--- src/rtl/adc_seq_pkg.sv ---
package adc_seq_pkg;

  typedef enum logic [1:0] {
    ST_IDLE,
    ST_ACQ,
    ST_CONV
  } seq_state_e;

  typedef enum logic [1:0] {
    SRC_SYS,
    SRC_RC,
    SRC_RC_DIV4
  } tad_src_e;

  // Non-monotonic select encoding: bit 2 doubles the divide, bits 1:0 pick the octave.
  function automatic logic [6:0] sys_divide(input logic [2:0] code);
    logic [6:0] div;
    case (code)
      3'b000:  div = 7'd2;
      3'b100:  div = 7'd4;
      3'b001:  div = 7'd8;
      3'b101:  div = 7'd16;
      3'b010:  div = 7'd32;
      3'b110:  div = 7'd64;
      default: div = 7'd2;
    endcase
    return div;
  endfunction

  function automatic tad_src_e tad_source(input logic [2:0] code);
    tad_src_e src;
    case (code)
      3'b011:  src = SRC_RC;
      3'b111:  src = SRC_RC_DIV4;
      default: src = SRC_SYS;
    endcase
    return src;
  endfunction

  // Acquisition length in TAD units; codes above 7 saturate.
  function automatic logic [4:0] acq_length(input logic [3:0] code);
    logic [4:0] len;
    case (code)
      4'd0:    len = 5'd0;
      4'd1:    len = 5'd2;
      4'd2:    len = 5'd4;
      4'd3:    len = 5'd6;
      4'd4:    len = 5'd8;
      4'd5:    len = 5'd12;
      4'd6:    len = 5'd16;
      default: len = 5'd20;
    endcase
    return len;
  endfunction

endpackage

--- src/rtl/adc_tad_gen.sv ---
module adc_tad_gen
  import adc_seq_pkg::*;
#(
  parameter int DIV_W       = 7,
  parameter int SYNC_STAGES = 2,
  parameter int RC_DIV      = 4
) (
  input  logic       clk,
  input  logic       rst_n,
  input  logic       run_i,
  input  logic       restart_i,
  input  logic [2:0] sel_i,
  input  logic       rc_clk_i,
  output logic       tick_o
);

  localparam int RCW = (RC_DIV > 1) ? $clog2(RC_DIV) : 1;

  logic [SYNC_STAGES-1:0] rc_sync_q;
  logic                   rc_prev_q;
  logic                   rc_rise;
  logic [DIV_W-1:0]       div_cnt_q, div_cnt_d;
  logic [RCW-1:0]         rc_cnt_q, rc_cnt_d;
  logic [DIV_W-1:0]       div_last;
  tad_src_e               src;
  logic                   tick_sys, tick_rc;

  // Synchronizer chain for the asynchronous RC clock.
  generate
    for (genvar s = 0; s < SYNC_STAGES; s++) begin : g_sync
      if (s == 0) begin : g_first
        always_ff @(posedge clk or negedge rst_n) begin
          if (!rst_n) rc_sync_q[0] <= 1'b0;
          else        rc_sync_q[0] <= rc_clk_i;
        end
      end else begin : g_next
        always_ff @(posedge clk or negedge rst_n) begin
          if (!rst_n) rc_sync_q[s] <= 1'b0;
          else        rc_sync_q[s] <= rc_sync_q[s-1];
        end
      end
    end
  endgenerate

  always_ff @(posedge clk or negedge rst_n) begin
    if (!rst_n) rc_prev_q <= 1'b0;
    else        rc_prev_q <= rc_sync_q[SYNC_STAGES-1];
  end

  assign rc_rise  = rc_sync_q[SYNC_STAGES-1] & ~rc_prev_q;
  assign src      = tad_source(sel_i);
  assign div_last = DIV_W'(sys_divide(sel_i) - 7'd1);

  assign tick_sys = run_i && (src == SRC_SYS) && (div_cnt_q == div_last);
  assign tick_rc  = run_i && rc_rise &&
                    ((src == SRC_RC) ||
                     ((src == SRC_RC_DIV4) && (rc_cnt_q == RCW'(RC_DIV - 1))));
  assign tick_o   = tick_sys | tick_rc;

  always_comb begin
    div_cnt_d = div_cnt_q;
    rc_cnt_d  = rc_cnt_q;
    if (restart_i || !run_i) begin
      div_cnt_d = '0;
      rc_cnt_d  = '0;
    end else begin
      if (src == SRC_SYS) begin
        div_cnt_d = tick_sys ? '0 : div_cnt_q + 1'b1;
      end
      if (rc_rise) begin
        rc_cnt_d = (rc_cnt_q == RCW'(RC_DIV - 1)) ? '0 : rc_cnt_q + 1'b1;
      end
    end
  end

  always_ff @(posedge clk or negedge rst_n) begin
    if (!rst_n) begin
      div_cnt_q <= '0;
      rc_cnt_q  <= '0;
    end else begin
      div_cnt_q <= div_cnt_d;
      rc_cnt_q  <= rc_cnt_d;
    end
  end


  // tick_spacing_chk: every TAD source produces at least two clocks per period
  tick_spacing_chk: assert property (@(posedge clk) disable iff (!rst_n)
    tick_o |=> !tick_o);

endmodule

--- src/rtl/adc_seq_fsm.sv ---
module adc_seq_fsm
  import adc_seq_pkg::*;
#(
  parameter int STEPS  = 12,
  parameter int STEP_W = 4,
  parameter int ACQ_W  = 5
) (
  input  logic              clk,
  input  logic              rst_n,
  input  logic              en_i,
  input  logic              start_i,
  input  logic [3:0]        acq_code_i,
  input  logic [2:0]        clk_sel_i,
  input  logic              tick_i,
  output logic [2:0]        sel_o,
  output logic              accept_o,
  output logic              conv_o,
  output logic [STEP_W-1:0] step_o,
  output logic              commit_o,
  output logic              busy_o,
  output logic              done_o
);

  seq_state_e        state_q, state_d;
  logic [STEP_W-1:0] step_q, step_d;
  logic [ACQ_W-1:0]  acq_q, acq_d;
  logic [2:0]        sel_q, sel_d;
  logic              done_q, done_d;
  logic [ACQ_W-1:0]  acq_len;

  assign acq_len  = ACQ_W'(acq_length(acq_code_i));
  assign accept_o = (state_q == ST_IDLE) && en_i && start_i;
  assign commit_o = (state_q == ST_CONV) && en_i && tick_i &&
                    (step_q == STEP_W'(STEPS - 1));

  always_comb begin
    state_d = state_q;
    step_d  = step_q;
    acq_d   = acq_q;
    sel_d   = sel_q;
    done_d  = 1'b0;
    case (state_q)
      ST_IDLE: begin
        if (accept_o) begin
          sel_d   = clk_sel_i;
          acq_d   = acq_len;
          step_d  = '0;
          state_d = (acq_len == '0) ? ST_CONV : ST_ACQ;
        end
      end
      ST_ACQ: begin
        if (!en_i) begin
          state_d = ST_IDLE;
        end else if (tick_i) begin
          if (acq_q == ACQ_W'(1)) begin
            acq_d   = '0;
            state_d = ST_CONV;
          end else begin
            acq_d = acq_q - 1'b1;
          end
        end
      end
      ST_CONV: begin
        if (!en_i) begin
          state_d = ST_IDLE;
        end else if (tick_i) begin
          if (commit_o) begin
            state_d = ST_IDLE;
            done_d  = 1'b1;
          end else begin
            step_d = step_q + 1'b1;
          end
        end
      end
      default: state_d = ST_IDLE;
    endcase
  end

  always_ff @(posedge clk or negedge rst_n) begin
    if (!rst_n) begin
      state_q <= ST_IDLE;
      step_q  <= '0;
      acq_q   <= '0;
      sel_q   <= '0;
      done_q  <= 1'b0;
    end else begin
      state_q <= state_d;
      step_q  <= step_d;
      acq_q   <= acq_d;
      sel_q   <= sel_d;
      done_q  <= done_d;
    end
  end

  assign sel_o  = sel_q;
  assign conv_o = (state_q == ST_CONV);
  assign step_o = step_q;
  assign busy_o = (state_q != ST_IDLE);
  assign done_o = done_q;


  // done_with_fall_chk: done coincides with the falling edge of busy
  done_with_fall_chk: assert property (@(posedge clk) disable iff (!rst_n)
    done_o |-> (!busy_o && $past(busy_o)));


  // abort_idle_chk: a low enable leaves the block idle with no done pulse
  abort_idle_chk: assert property (@(posedge clk) disable iff (!rst_n)
    !en_i |=> (!busy_o && !done_o));


  // code_hold_chk: the latched select does not move while a run is in progress
  code_hold_chk: assert property (@(posedge clk) disable iff (!rst_n)
    (busy_o && $past(busy_o)) |-> $stable(sel_q));


  // restart_ignored_chk: start during conversion neither restarts nor jumps steps
  restart_ignored_chk: assert property (@(posedge clk) disable iff (!rst_n)
    (conv_o && en_i && start_i && !tick_i) |=> (conv_o && $stable(step_q)));

endmodule

--- src/rtl/adc_sar_reg.sv ---
module adc_sar_reg #(
  parameter int RES_W  = 10,
  parameter int STEP_W = 4
) (
  input  logic              clk,
  input  logic              rst_n,
  input  logic              clear_i,
  input  logic              conv_i,
  input  logic [STEP_W-1:0] step_i,
  input  logic              tick_i,
  input  logic              commit_i,
  input  logic              cmp_i,
  output logic [RES_W-1:0]  trial_o,
  output logic [RES_W-1:0]  result_o
);

  logic [RES_W-1:0] sar_q, sar_d;
  logic [RES_W-1:0] res_q, res_d;
  logic [RES_W-1:0] bit_mask;

  // Step 1 tests the MSB and step RES_W tests the LSB; step 0 is setup.
  generate
    for (genvar g = 0; g < RES_W; g++) begin : g_mask
      assign bit_mask[g] = conv_i && (step_i == STEP_W'(RES_W - g));
    end
  endgenerate

  assign trial_o = sar_q | bit_mask;

  always_comb begin
    sar_d = sar_q;
    res_d = res_q;
    if (clear_i) begin
      sar_d = '0;
    end else if (tick_i && (bit_mask != '0) && cmp_i) begin
      sar_d = sar_q | bit_mask;
    end
    if (commit_i) begin
      res_d = sar_q;
    end
  end

  always_ff @(posedge clk or negedge rst_n) begin
    if (!rst_n) begin
      sar_q <= '0;
      res_q <= '0;
    end else begin
      sar_q <= sar_d;
      res_q <= res_d;
    end
  end

  assign result_o = res_q;


  // result_hold_chk: the result moves only on a commit
  result_hold_chk: assert property (@(posedge clk) disable iff (!rst_n)
    !commit_i |=> $stable(result_o));


  // single_trial_bit_chk: at most one bit is under test at a time
  single_trial_bit_chk: assert property (@(posedge clk) disable iff (!rst_n)
    $onehot0(trial_o & ~sar_q));

endmodule

--- src/rtl/adc_conv_sequencer.sv ---
module adc_conv_sequencer #(
  parameter int RES_W       = 10,
  parameter int SYNC_STAGES = 2,
  parameter int RC_DIV      = 4
) (
  input  logic             clk,
  input  logic             rst_n,
  input  logic             en_i,
  input  logic             start_i,
  input  logic [3:0]       acq_code_i,
  input  logic [2:0]       clk_sel_i,
  input  logic             rc_clk_i,
  input  logic             cmp_i,
  output logic [RES_W-1:0] trial_o,
  output logic             busy_o,
  output logic             done_o,
  output logic [RES_W-1:0] result_o
);

  localparam int STEPS  = RES_W + 2;
  localparam int STEP_W = $clog2(STEPS);
  localparam int DIV_W  = 7;
  localparam int ACQ_W  = 5;

  logic              tick;
  logic              accept;
  logic              conv;
  logic              commit;
  logic [2:0]        sel_q;
  logic [STEP_W-1:0] step;

  adc_seq_fsm #(
    .STEPS (STEPS),
    .STEP_W(STEP_W),
    .ACQ_W (ACQ_W)
  ) u_fsm (
    .clk       (clk),
    .rst_n     (rst_n),
    .en_i      (en_i),
    .start_i   (start_i),
    .acq_code_i(acq_code_i),
    .clk_sel_i (clk_sel_i),
    .tick_i    (tick),
    .sel_o     (sel_q),
    .accept_o  (accept),
    .conv_o    (conv),
    .step_o    (step),
    .commit_o  (commit),
    .busy_o    (busy_o),
    .done_o    (done_o)
  );

  adc_tad_gen #(
    .DIV_W      (DIV_W),
    .SYNC_STAGES(SYNC_STAGES),
    .RC_DIV     (RC_DIV)
  ) u_tad (
    .clk      (clk),
    .rst_n    (rst_n),
    .run_i    (busy_o),
    .restart_i(accept),
    .sel_i    (sel_q),
    .rc_clk_i (rc_clk_i),
    .tick_o   (tick)
  );

  adc_sar_reg #(
    .RES_W (RES_W),
    .STEP_W(STEP_W)
  ) u_sar (
    .clk     (clk),
    .rst_n   (rst_n),
    .clear_i (accept),
    .conv_i  (conv),
    .step_i  (step),
    .tick_i  (tick),
    .commit_i(commit),
    .cmp_i   (cmp_i),
    .trial_o (trial_o),
    .result_o(result_o)
  );

endmodule

--- config.mk ---
export PLATFORM = sky130hd
export DESIGN_NAME = adc_conv_sequencer
export DESIGN_NICKNAME = d
export VERILOG_FILES = /design/src/rtl/adc_seq_pkg.sv /design/src/rtl/adc_tad_gen.sv /design/src/rtl/adc_seq_fsm.sv /design/src/rtl/adc_sar_reg.sv /design/src/rtl/adc_conv_sequencer.sv
export SDC_FILE = /design/constraint.sdc
export NUM_CORES = 1
export LEC_CHECK = 0
export ABC_AREA = 1
export BUFFER_PORTS_ARGS = -buffer_cell sky130_fd_sc_hd__buf_2
export CAP_MARGIN = 10
export CORE_MARGIN = 2
export CORE_UTILIZATION = 40
export CTS_CLUSTER_SIZE = 30
export DETAILED_ROUTE_END_ITERATION = 8
export PLACE_DENSITY = 0.63
export SYNTH_ARGS = -nofsm -noshare
export SYNTH_HDL_FRONTEND = slang
export SYNTH_HIERARCHICAL = 1
export SYNTH_SLANG_ARGS = --single-unit
--- constraint.sdc ---
create_clock -name clk -period 2.5 [get_ports clk]
set_input_delay 0.375 -clock clk [delete_from_list [all_inputs] [get_ports clk]]
set_output_delay 0.375 -clock clk [all_outputs]
set_load 0.03 [all_outputs]
# After elaboration in Yosys (flattened, before gate mapping)
# Cells that the tools add are included.
dict set report word_totals {
  in_bits 13
  wordCells 136
  regBits 47
  output_inout_bits 22
}
dict set report op_classes {
  reduce_logical 40
  n_eq_ne 41
  bitwise_logic 4
  muxes 34
  addsub 5
}
# op count
set ops {}
lappend ops {{one-hot mux 5 bit (7 select lines)} 1}
lappend ops {{one-hot mux 7 bit (5 select lines)} 1}
lappend ops {{equality test 4 x 3 -> 1 bit, second input constant} 7}
lappend ops {{logical AND 1 bit} 22}
lappend ops {{2-to-1 mux 2 bit} 11}
lappend ops {{2-to-1 mux 7 bit} 3}
lappend ops {{2-to-1 mux 10 bit} 2}
lappend ops {{2-to-1 mux 5 bit} 4}
lappend ops {{equality test 4 x 2 -> 1 bit, second input constant} 4}
lappend ops {{equality test 4 bit, second input constant} 4}
lappend ops {{2-to-1 mux 4 bit} 4}
lappend ops {{equality test 3 bit, second input constant} 4}
lappend ops {{nonzero test 2 bit} 6}
lappend ops {{OR 10 bit} 1}
lappend ops {{one-hot mux 5 bit (2 select lines)} 1}
lappend ops {{AND reduction 5 bit} 2}
lappend ops {{nonzero test 10 bit} 1}
lappend ops {{equality test 4 x 1 -> 1 bit, second input constant} 2}
lappend ops {{inequality test 2 bit, second input constant} 4}
lappend ops {{one-hot mux 4 bit (2 select lines)} 1}
lappend ops {{adder 7 x 1 -> 7 bit, second input constant} 1}
lappend ops {{equality test 7 bit} 1}
lappend ops {{subtractor 7 x 1 -> 7 bit, second input constant} 1}
lappend ops {{equality test 2 bit, second input constant} 3}
lappend ops {{23 further kinds} 33}

# Depth between registers and ports, before layout
dict set report depth {
  word_depth 13
  depth_mapped 18
  depth_no_buf 18
}

# Cells and area by module
# Netlist, hierarchy kept.
# mod instances area_per_inst_um2 seq_area_each_um2 cells_each
set modules_own_cells {}
lappend modules_own_cells {adc_seq_fsm 1 963.4 375.4 144}
lappend modules_own_cells {adc_sar_reg 1 930.9 500.5 107}
lappend modules_own_cells {adc_tad_gen 1 834.6 300.3 122}

# Least setup slack after synthesis
# No wires, ideal clock.
dict set report synth_path {
  kind {reg-to-reg}
  startpoint {register u_fsm.state_q[0]}
  endpoint {register u_sar.res_q[0], in the netlist u_sar/result_o[0]}
  t_arrival_ns 2.214
  required_time_ns 2.422
  path_stages_with_launch 18
  setup_time_ns 0.078
  path_buffers 1
  path_slack_ns 0.209
  synth_period_minus_slack_ns 2.291
  path_cell_list {dfrtp_1 nor2_1 inv_1 nand2_1 nor2_1 nand2_1 nor2_1 nand2_1 nor2_2 nand2_2 nand2_1 nand2_1 nor2_1 nand2_1 inv_1 clkbuf_1 nor2_1 a21oi_1}
}
dict set report synth_between {
  elab_chain_len 6
  word_cells_on_any_way 10
  cone_classes {eq/ne: 1; bitwise: 1; reduce/logical: 8}
}
# element line
set synth_lines {}
lappend synth_lines {{start, declared} adc_seq_fsm.sv:24} ;# seq_state_e state_q, state_d;
lappend synth_lines {{start signal, assigned} adc_seq_fsm.sv:87} ;# state_q <= state_d;
lappend synth_lines {{nonzero test 2 bit *} adc_seq_fsm.sv:98} ;# assign busy_o = (state_q != ST_IDLE);
lappend synth_lines {{via busy_o} adc_conv_sequencer.sv:15} ;# output logic busy_o,
lappend synth_lines {{logical AND 1 bit, on equally long branches (2 in series)} {adc_tad_gen.sv:54, adc_tad_gen.sv:55}}
lappend synth_lines {{OR 1 bit *} adc_tad_gen.sv:58} ;# assign tick_o = tick_sys | tick_rc;
lappend synth_lines {{via tick} adc_conv_sequencer.sv:25} ;# logic tick;
lappend synth_lines {{logical AND 1 bit * (2 in series)} adc_seq_fsm.sv:33} ;# assign commit_o = (state_q == ST_CONV) && en_i && tick_i &&
lappend synth_lines {{via commit} adc_conv_sequencer.sv:28} ;# logic commit;
lappend synth_lines {{end signal, assigned} adc_sar_reg.sv:49} ;# res_q <= res_d;
lappend synth_lines {{end, declared} adc_sar_reg.sv:18} ;# logic [RES_W-1:0] res_q, res_d;
# The timed path passes the listed nets; every way through them passes the cells marked *.
# A chain may end at the register's enable or synchronous reset.

# Final worst setup path
dict set report layout_path {
  startpoint {register u_fsm.sel_q[0], in the netlist u_fsm/sel_o[0]}
  endpoint {register u_sar.res_q[4], in the netlist u_sar/result_o[4]}
}
dict set report layout_between {
  elab_chain_len 9
  word_cells_on_any_way 22
  cone_classes {add/sub: 1; eq/ne: 10; mux: 2; bitwise: 1; reduce/logical: 8}
}
# element line
set layout_lines {}
lappend layout_lines {{start, declared} adc_seq_fsm.sv:27} ;# logic [2:0] sel_q, sel_d;
lappend layout_lines {{start signal, assigned} adc_seq_fsm.sv:90} ;# sel_q <= sel_d;
lappend layout_lines {{branches (longest 6 deep; another with subtractor 7 x 1 -> 7 bit)} --}
lappend layout_lines {{OR 1 bit *} adc_tad_gen.sv:58}
lappend layout_lines {{via tick} adc_conv_sequencer.sv:25}
lappend layout_lines {{logical AND 1 bit * (2 in series)} adc_seq_fsm.sv:33}
lappend layout_lines {{via commit} adc_conv_sequencer.sv:28}
# Mark *: on every way through the listed nets, which the timed path passes.

==> results.md <==
- finished clean — result of the run
- 0.201 — fraction of layout instances using a drive strength above 1
- flip-flop — element type at the critical path start
- 3 — CP Buf/Inv Count
- 4.92 — via density per instance
- 0.154 ns — worst hold slack after final layout
- 677 — number of fill cells in the layout
- 2452 — total via count in the routed design
- 0.00668 mm^2 — Core Area
- 0 — number of DRC violations after detailed routing
- 0.599 — worst slew margin relative to its limit
- 0.431 — Logic pwr share
- 0 — CTS Hold Buffers Added
- 394 uV — peak supply drop
- 1.19 mW — net switching power
- sky130_fd_sc_hd__dfrtp_1 — Critical-path top delay cell
- 86.6 um — die width
- 4 — number of detailed-route iterations in the first pass
- 2174 — via count of the first global-routing pass
- 47 — TritonCTS Sinks
- built — clock tree from TritonCTS
- 35 — ports placed on the boundary
- 6 — Warnings, synthesis
- 4150 um — placed wire-length estimate after detailed placement
- 0.00273 mm^2 — netlist area before placement
- 30 — Core Rows
- 0.424 — switching share of power
- 5 — number of buffers created by CTS
- 395 — Post-Syn Nets
- 498 — non-filler cells in the finished layout
- 0.10 ns — Clock transition at path regs
- 2.80 mW — Total Power Consumption
- 0.431 — area share of the leading cell type in the synthesized netlist
- reg -> reg — type of the setup path with the least slack
- simple AND/OR/NAND/NOR gates — Crit path max-delay family
- 0 — Diodes inserted
- 2.73 ns — endpoint required time on the critical path
- 0.431 — portion of the post-synthesis area used by sequential elements
- 1.61 mW — Power Internal
- 0 — Hold Fails Final Rpt
- inv_1, ha_2, nand2_1, nand2_1, nand2_1, nor2_1, nand2_1, nor2_2, nand2_2, nand2_2, nand2_1, nor2_2, nand2_1, inv_1, buf_12, nor2_1, a21oi_1 — cells along the critical path
- 1.00 — FFs w/ async S/R, synth
- 0.31 ns — source-to-sink clock delay at the later pin of the worst-skew pair
- 48 — maximum number of pins on one net before global-route repair
- 2.25 ns — Final Critical Period
- 105 x sky130_fd_sc_hd__nand2_1, 56 x sky130_fd_sc_hd__inv_1, 47 x sky130_fd_sc_hd__dfrtp_1, 39 x sky130_fd_sc_hd__nor2_1, 23 x sky130_fd_sc_hd__nand3_1 — Commonest cells post-synth
- sky130_fd_sc_hd__dfrtp_1 — Synth area leader
- 0.00750 mm^2 — die outline area
- 0.00303 mm^2 — placed standard-cell area
- 20 — CP Max Fanout
- 0.444 GHz — Max Freq
- 0 — setup violation total in the final timing report
- 2.49 ns — arrival time at the worst endpoint
- 16.6% — layout-stage area growth over the synthesis result
- 0.00685 ns — Clock Skew
- 0 — total congestion overflow after global routing
- 0 — Post-DRT Antenna Nets
- 0 — antenna violations before repair
- 2 — maximum clock insertion buffer count
- sky130_fd_sc_hd__dfrtp_1 — Synth Flop Type
- 11.5 um — WL per Instance
- 0.358 — sequential group share of total power
- 0.00134 mm^2 — multi-input gate area in the final layout
- 0.408 — initial standard-cell utilization of the core
- 373 — post-synthesis cell count
- 489 — Placed Cells
- 0.00318 mm^2 — post-route cell area
- flip-flop — element type at the critical path end
- 122 — number of DRC markers after the initial detailed-route iteration
- 9810 um — global-route wire length before repair
- 7.32 um^2 — mean post-synth cell area
- 2 — number of levels the H-tree was split into
- 0.867 — gpl congestion
- 0 — number of synthesized flops with an enable pin
- 880 mW/mm^2 — Power per Cell Area
- 0.39 ns — delay of the slowest cell on the worst path
- sky130_fd_sc_hd__nand2_1 — Critical Path Most Common Cell
- in -> async — Hold WC Path Type
- 0.163 — gr usage total
- 1.65 nW — leakage power summed over all cells
- 0.00118 mm^2 — flip-flop and latch area
- 0.901 — post-route fraction of the period consumed by the critical path
- 0 — max-capacitance violation count
- sky130_fd_sc_hd__nand2_1 — leading cell type by number of instances after synthesis
- 439 — final-stage net count
- 86.6 um — Die Height
- 34 — port bufs
- 47 — Synth Register Bits
- 0.601 ns — transition time at the pin with the least slew margin
- 0 — max-slew violation count
- 28 — library cells used by synthesis
- 0.211 — portion of total power attributed to the clock network
- sky130_fd_sc_hd__clkbuf_8 — library cell used as clock root buffer
- 5730 um — total length of routed wires
- 0 ns — setup total negative slack
- sky130_fd_sc_hd__dfrtp_1 43%, sky130_fd_sc_hd__nand2_1 14%, sky130_fd_sc_hd__inv_1 7.7% — top cells by area in the synthesized netlist
[routing by layer]
metal,vias to the layer above,track usage,part of all wire
met4,0,0.0426,0.012
met2,39,0.256,0.46
met3,6,0.0286,0.030
met5,-,0,0
li1,1262,-,-
met1,1145,0.235,0.50
[per-stage QoR]
stage                     utilization  setup WS (ns)
after detailed placement        0.454          0.140
after global routing            0.476       -0.00460
after CTS                       0.471          0.116
final                           0.476          0.248
after global placement          0.454          0.266
after floorplan                     -          0.209
[flip-flops by register name, indices dropped and copies added, names as in the netlist, 3 cells and up]
| name | flops |
|---|---|
| u_fsm/sel_o | 3 |
| u_sar/sar_q | 10 |
| u_fsm/acq_q | 5 |
| u_sar/result_o | 10 |
| u_fsm/step_o | 4 |
| u_tad/div_cnt_q | 7 |
[power groups by stage]
stage / Clock (mW) / Sequential, mW / Combinational [mW]
floorplan: 0 / 0.988 / 0.894
finish: 0.590 / 1.00 / 1.21
detailed placement: 0 / 1.02 / 1.14
global route: 0.639 / 1.03 / 1.38
CTS: 0.611 / 1.01 / 1.14
global placement: 0 / 1.02 / 1.12
[timing repair]
action                                  CTS  global route
setup buffers                             0             1
endpoints found under the setup margin    0            16
resized for setup                         0             7
[area by class of cell]
cell class                      instances  area share
Multi-Input combinational cell        261       0.419
Tap cell                               80      0.0314
Clock inverter                          3      0.0145
Inverter                               63      0.0743
Clock buffer                            5      0.0216
Sequential cell                        47       0.369
Timing Repair Buffer                   39      0.0692
[cells in the final DEF (no fill, tap or decap), types with 2 or more instances in the layout]
| cell | count |
|---|---|
| sky130_fd_sc_hd__nand3b_1 | 2 |
| sky130_fd_sc_hd__o21ai_0 | 20 |
| sky130_fd_sc_hd__nor2_2 | 6 |
| sky130_fd_sc_hd__nand4_1 | 6 |
| sky130_fd_sc_hd__nor2_1 | 37 |
| sky130_fd_sc_hd__nand3_2 | 3 |
| sky130_fd_sc_hd__or2_2 | 2 |
| sky130_fd_sc_hd__nor3_1 | 2 |
| sky130_fd_sc_hd__nand2_2 | 5 |
| sky130_fd_sc_hd__inv_2 | 5 |
| sky130_fd_sc_hd__buf_2 | 34 |
| sky130_fd_sc_hd__inv_1 | 56 |
| sky130_fd_sc_hd__o21ai_1 | 7 |
| sky130_fd_sc_hd__a21oi_2 | 11 |
| sky130_fd_sc_hd__buf_4 | 4 |
| sky130_fd_sc_hd__clkinv_1 | 2 |
| sky130_fd_sc_hd__clkbuf_8 | 5 |
| sky130_fd_sc_hd__nand2_1 | 104 |
| sky130_fd_sc_hd__dfrtp_1 | 47 |
| sky130_fd_sc_hd__ha_1 | 7 |
| sky130_fd_sc_hd__a21oi_1 | 16 |
| sky130_fd_sc_hd__nand3_1 | 23 |
[path summary, 6_finish.rpt]
check	slack, ns	depth (start not counted)	to	startpoint
max	0.25	17	u_sar/result_o[4]	u_fsm/sel_o[0]
min	0.15	2	u_fsm/sel_o[2]	rst_n
max reg2reg	0.25	17	u_sar/result_o[4]	u_fsm/sel_o[0]
min reg2reg	0.36	0	u_tad/rc_sync_q[1]	u_tad/rc_sync_q[0]
max in group asynchronous	1.94	2	u_fsm/step_o[3]	rst_n
min in group clk	0.17	1	u_tad/rc_sync_q[0]	rc_clk_i
[cells by family (layout without fill, tap and decap cells)]
logic type | after synthesis | in the layout | synth area share
xor gates and xnor gates | 1 | 1 | 0.00321
adders and majority gates | 9 | 9 | 0.0413
DFF | 47 | 47 | 0.431
and+or+nand+nor | 192 | 192 | 0.305
buffers and inverters | 65 | 110 | 0.0894
AOI/OAI and AO/OA | 59 | 59 | 0.130
Power figures use the tool's default switching activity.
